$ cat src/rtl/sop_pkg.sv
package sop_pkg;

  typedef enum logic [1:0] {
    SH_LSL = 2'd0,
    SH_LSR = 2'd1,
    SH_ASR = 2'd2,
    SH_ROR = 2'd3
  } sh_type_e;

  // what the output mux takes for the shifted-register operand
  typedef enum logic [1:0] {
    ACT_CORE = 2'd0,
    ACT_PASS = 2'd1,
    ACT_RRX  = 2'd2,
    ACT_ZERO = 2'd3
  } act_e;

endpackage

$ cat src/rtl/sop_shift_core.sv
module sop_shift_core
  import sop_pkg::*;
#(
  parameter int WIDTH = 32,
  localparam int SH_W = $clog2(WIDTH)
) (
  input  logic [WIDTH-1:0] value_i,
  input  sh_type_e         type_i,
  input  logic [SH_W:0]    amt_i,    // 0..WIDTH
  output logic [WIDTH-1:0] res_o,
  output logic             carry_o
);

  localparam logic [SH_W:0] FULL = (SH_W+1)'(WIDTH);

  logic [WIDTH:0]  left_ext;
  logic [WIDTH:0]  right_ext;
  logic [WIDTH:0]  arith_ext;
  logic [SH_W:0]   inv_amt;
  logic [WIDTH-1:0] rot_res;

  // one guard bit beyond the word catches the last bit shifted out
  assign left_ext  = {1'b0, value_i} << amt_i;
  assign right_ext = {value_i, 1'b0} >> amt_i;
  assign arith_ext = $unsigned($signed({value_i, 1'b0}) >>> amt_i);
  assign inv_amt   = FULL - amt_i;
  assign rot_res   = (value_i >> amt_i) | (value_i << inv_amt);

  always_comb begin
    unique case (type_i)
      SH_LSL: begin
        res_o   = left_ext[WIDTH-1:0];
        carry_o = left_ext[WIDTH];
      end
      SH_LSR: begin
        res_o   = right_ext[WIDTH:1];
        carry_o = right_ext[0];
      end
      SH_ASR: begin
        res_o   = arith_ext[WIDTH:1];
        carry_o = arith_ext[0];
      end
      default: begin
        res_o   = rot_res;
        carry_o = right_ext[0];
      end
    endcase
  end

endmodule

$ cat src/rtl/sop_amount_decode.sv
module sop_amount_decode
  import sop_pkg::*;
#(
  parameter int WIDTH = 32,
  parameter int AMT_W = 8,
  localparam int SH_W = $clog2(WIDTH)
) (
  input  sh_type_e         type_i,
  input  logic             from_reg_i,
  input  logic [SH_W-1:0]  imm_amt_i,
  input  logic [AMT_W-1:0] reg_amt_i,
  output act_e             act_o,
  output logic [SH_W:0]    amt_o
);

  localparam logic [SH_W:0]    FULL   = (SH_W+1)'(WIDTH);
  localparam logic [AMT_W-1:0] FULL_R = AMT_W'(WIDTH);

  logic [SH_W-1:0] reg_low;
  assign reg_low = reg_amt_i[SH_W-1:0];

  always_comb begin
    act_o = ACT_CORE;
    amt_o = {1'b0, imm_amt_i};
    if (!from_reg_i) begin
      if (imm_amt_i == '0) begin
        unique case (type_i)
          SH_LSL:         act_o = ACT_PASS;
          SH_LSR, SH_ASR: amt_o = FULL;
          default:        act_o = ACT_RRX;
        endcase
      end
    end else if (reg_amt_i == '0) begin
      act_o = ACT_PASS;
    end else begin
      unique case (type_i)
        SH_ROR: amt_o = (reg_low == '0) ? FULL : {1'b0, reg_low};
        SH_ASR: amt_o = (reg_amt_i >= FULL_R) ? FULL : reg_amt_i[SH_W:0];
        default: begin
          if (reg_amt_i > FULL_R) act_o = ACT_ZERO;
          else                    amt_o = reg_amt_i[SH_W:0];
        end
      endcase
    end
  end

endmodule

$ cat src/rtl/sop_rot_imm.sv
module sop_rot_imm
  import sop_pkg::*;
#(
  parameter int WIDTH = 32,
  parameter int IMM_W = 8,
  parameter int ROT_W = 4,
  localparam int SH_W = $clog2(WIDTH)
) (
  input  logic [IMM_W-1:0] imm8_i,
  input  logic [ROT_W-1:0] rot_i,
  input  logic             carry_i,
  output logic [WIDTH-1:0] res_o,
  output logic             carry_o
);

  logic [WIDTH-1:0] ext;
  logic [SH_W:0]    amt;
  logic             core_carry;

  assign ext = WIDTH'(imm8_i);
  assign amt = (SH_W+1)'({rot_i, 1'b0});

  sop_shift_core #(.WIDTH(WIDTH)) u_core (
    .value_i (ext),
    .type_i  (SH_ROR),
    .amt_i   (amt),
    .res_o   (res_o),
    .carry_o (core_carry)
  );

  // after a nonzero rotate, the core carry is the new top bit
  assign carry_o = (rot_i == '0) ? carry_i : core_carry;

endmodule

$ cat src/rtl/shifter_operand_unit.sv
module shifter_operand_unit
  import sop_pkg::*;
#(
  parameter int WIDTH = 32,
  parameter int AMT_W = 8,
  parameter int IMM_W = 8,
  parameter int ROT_W = 4,
  localparam int SH_W = $clog2(WIDTH)
) (
  input  logic [WIDTH-1:0] value_i,
  input  logic [1:0]       shift_type_i,
  input  logic [SH_W-1:0]  imm_amt_i,
  input  logic [AMT_W-1:0] reg_amt_i,
  input  logic             amt_from_reg_i,
  input  logic             rot_imm_en_i,
  input  logic [IMM_W-1:0] imm8_i,
  input  logic [ROT_W-1:0] rot_i,
  input  logic             carry_i,
  output logic [WIDTH-1:0] operand_o,
  output logic             carry_o
);

  sh_type_e         sh_type;
  act_e             act;
  logic [SH_W:0]    core_amt;
  logic [WIDTH-1:0] core_res;
  logic             core_carry;
  logic [WIDTH-1:0] rimm_res;
  logic             rimm_carry;

  assign sh_type = sh_type_e'(shift_type_i);

  sop_amount_decode #(.WIDTH(WIDTH), .AMT_W(AMT_W)) u_dec (
    .type_i     (sh_type),
    .from_reg_i (amt_from_reg_i),
    .imm_amt_i  (imm_amt_i),
    .reg_amt_i  (reg_amt_i),
    .act_o      (act),
    .amt_o      (core_amt)
  );

  sop_shift_core #(.WIDTH(WIDTH)) u_core (
    .value_i (value_i),
    .type_i  (sh_type),
    .amt_i   (core_amt),
    .res_o   (core_res),
    .carry_o (core_carry)
  );

  sop_rot_imm #(.WIDTH(WIDTH), .IMM_W(IMM_W), .ROT_W(ROT_W)) u_rimm (
    .imm8_i  (imm8_i),
    .rot_i   (rot_i),
    .carry_i (carry_i),
    .res_o   (rimm_res),
    .carry_o (rimm_carry)
  );

  always_comb begin
    if (rot_imm_en_i) begin
      operand_o = rimm_res;
      carry_o   = rimm_carry;
    end else begin
      unique case (act)
        ACT_PASS: begin
          operand_o = value_i;
          carry_o   = carry_i;
        end
        ACT_RRX: begin
          operand_o = {carry_i, value_i[WIDTH-1:1]};
          carry_o   = value_i[0];
        end
        ACT_ZERO: begin
          operand_o = '0;
          carry_o   = 1'b0;
        end
        default: begin
          operand_o = core_res;
          carry_o   = core_carry;
        end
      endcase
    end
  end

endmodule


$ cat config.mk
export PLATFORM = sky130hd
export DESIGN_NAME = shifter_operand_unit
export DESIGN_NICKNAME = d
export VERILOG_FILES = /design/src/rtl/sop_pkg.sv /design/src/rtl/sop_shift_core.sv /design/src/rtl/sop_amount_decode.sv /design/src/rtl/sop_rot_imm.sv /design/src/rtl/shifter_operand_unit.sv
export SDC_FILE = /design/constraint.sdc
export NUM_CORES = 1
export LEC_CHECK = 0
export BUFFER_PORTS_ARGS = -buffer_cell sky130_fd_sc_hd__buf_2
export CAP_MARGIN = 20
export CORE_ASPECT_RATIO = 1.2
export CORE_MARGIN = 2
export CORE_UTILIZATION = 38
export DETAILED_ROUTE_END_ITERATION = 7
export PLACE_DENSITY_LB_ADDON = 0.25
export SETUP_SLACK_MARGIN = 0.5
export SLEW_MARGIN = 25
export SYNTH_ARGS = -nofsm -noshare
export SYNTH_HDL_FRONTEND = slang
export SYNTH_SLANG_ARGS = --single-unit
$ cat constraint.sdc
create_clock -name vclk -period 21.6
set_clock_uncertainty 0.05 [all_clocks]
set_input_delay 4.32 -clock vclk [all_inputs]
set_output_delay 4.32 -clock vclk [all_outputs]
set_load 0.03 [all_outputs]
==> results.yml <==
global_route:
  track_usage_pct: 49.9
  antenna_found_initial: 3
  overflow: 0
  grt_max_degree: 70
  grt_pass1_wl_um: 96000
  grt_pass1_vias: 13100
cells_and_area:
  design_area_um2: 10100
  clkbuf_count: 0
  layout.nets: 1544
  layout_commonest_cell: "nand2_1"
  design.seq.count: 0
  layout_common_cells: "nand2_1 (141), nor2_1 (131), a21oi_1 (122)"
  syn2layout_area_growth_pct: 6.76
  drive_gt1_share_pct: 15.6
  fillers: 2755
  multiInputGateArea_um2: 8700
  seqCellArea_um2: 0
power_and_ir_drop:
  p_leak_nw: 3.70
  powerDensity_nw_per_um2: 51.0
  peakVddDrop_v: 0.0000292
  total_power_w: 0.000516
route:
  drtPass1Iterations: 6
  via_count: 14300
  wl_per_cell_um: 38.0
  postRouteAntennaNets: 0
  drt-total-wl_um: 68300
  first_iter_violations: 2374
  drcViolationCount: 0
  viasPerCell: 7.93
timing:
  maxSlewViolCount: 0
  min_period_over_period_pct: 73.1
  setup_viol_count_final: 0
  worst_pin_slew_ns: 1.14
  rsz0062_at_grt: "no"
  fin_crit_ns: 15.79
  hold_violations: 0
  setup_tns_ns: 0
  relSlewSlack_pct: 22.2
  whs_ns: 9.20
  max_freq_ghz: 0.0633
logic_synthesis:
  synth_top_area_cell: "mux2i_1"
  syn-num-nets: 1562
  yosys-top-cells-area: "mux2i_1 (10%), a21oi_1 (6.4%), nand2_1 (5.6%)"
  synth_cells: 1493
  synth_seq_area_share_pct: 0
  syn-cell-area_um2: 9470
  avgSynthCellArea_um2: 6.35
  yosysUniqueCellTypes: 89
  synth_top_area_share_pct: 10.0
  synth_warnings: 0
run_status:
  status: "completed"
worst_setup_path:
  critPathKind: "in -> out"
  end_kind: "primary output"
  crit_path_end: "operand_o[11]"
  crit_path_start: "shift_type_i[0]"
  crit_path_max_fanout: 67
  worstPathRequired_ns: 17.23
  start_kind: "input port"
  cp.arrival_ns: 11.42
clocking:
  cts_resized: 0
  hold_buffers: 0
  postCtsSetupBuffers: 0
min_path:
  min_path_type: "in -> out"
floorplan:
  core-area_um2: 24600
  rows: 63
  ios: 95
  start_util_pct: 38.5
  die_x_um: 148
  die_h_um: 177
  die-area_um2: 26200
placement:
  place_congestion: 1.12
  numPortBuffers: 95
  dpl.hpwl_um: 51300
  placed_cell_area_um2: 10100
flow_run:
  maxCapViolCount: 0
==> cell usage after synthesis (all sizes together) (7+ instances only) <==
cell,count
a2111oi,8
a211oi,63
a21boi,15
a21o,13
a21oi,122
a221o,7
a221oi,16
a22oi,42
a311oi,8
a31oi,38
a32oi,12
and2,12
and3,10
buf,69
clkbuf,101
ha,7
inv,33
mux2,10
mux2i,95
mux4,18
nand2,141
nand2b,16
nand3,60
nand4,18
nor2,135
nor3,42
nor4,14
o2111ai,7
o211ai,57
o21a,9
o21ai,108
o221a,7
o221ai,10
o22ai,14
o311ai,8
o31ai,26
o32ai,28
or2,8
or3,9
==> layout make-up <==
type / count / area share (%)
Timing Repair Buffer: 150 / 8.76
Inverter: 33 / 1.22
Tap cell: 325 / 4.02
Multi-Input combinational cell: 1290 / 86.0
Antenna cell: 1 / 0.0247
==> critical path: stages <==
cell      delay (ns)
buf_2           0.12
ha_2            0.17
buf_4           0.32
or2_1           0.38
a211oi_4        0.16
buf_4           0.37
nor3_2          0.08
buf_4           0.23
nor3_4          0.12
buf_4           0.72
inv_2           0.62
buf_4           0.47
ha_1            0.32
a21o_1          0.21
o221ai_4        0.18
buf_4           0.54
mux4_2          0.60
mux2_2          0.29
o21ai_1         0.42
o21ai_0         0.17
a211oi_1        0.21
buf_2           0.23
==> stage by stage <==
step / util, % / std cells / setup slack [ns]
6_report: 41.1 / 1799 / 5.81
2_1_floorplan: - / 1493 / 8.21
3_5_place_dp: 41.1 / 1798 / 6.01
4_1_cts: 41.1 / 1798 / 5.99
5_1_grt: 41.1 / 1798 / 5.60
3_3_place_gp: 41.1 / 1797 / 6.08
==> worst min path at each step <==
stage            startpoint             to  slack, ns  cells after the start
3_5_place_dp      imm8_i[6]  operand_o[20]       9.19                      4
6_report          imm8_i[6]  operand_o[20]       9.20                      4
4_1_cts           imm8_i[6]  operand_o[20]       9.18                      4
2_1_floorplan  rot_imm_en_i  operand_o[21]       8.86                      3
3_3_place_gp      imm8_i[6]  operand_o[20]       9.20                      4
5_1_grt           imm8_i[6]  operand_o[20]       9.22                      4
==> logic make-up after synthesis <==
group	after synthesis	synth area share, %
fa+ha+maj	7	0.924
buf+inv	203	9.15
compound gates	676	50.4
xor+xnor	5	0.462
simple gates	479	23.6
mux	123	15.5
==> where the power goes <==
part           leakage (nW)      internal (W)         total [W]  switching [W]
Sequential                0                 0                 0              0
Clock            0.00000607  0.00000000000649  0.00000000000649              0
Combinational          3.70          0.000145          0.000516       0.000370
==> per-layer routing <==
| metal | up-vias | wire [um] | track usage [%] |
|---|---|---|---|
| met4 | 2 | 7860 | 42.1 |
| met2 | 1302 | 28100 | 75.4 |
| met1 | 6680 | 23900 | 59.7 |
| met3 | 401 | 8490 | 11.6 |
| li1 | 5873 | - | - |
| met5 | - | 13 | 0 |
Note: power is estimated with default switching activity, not from simulation.
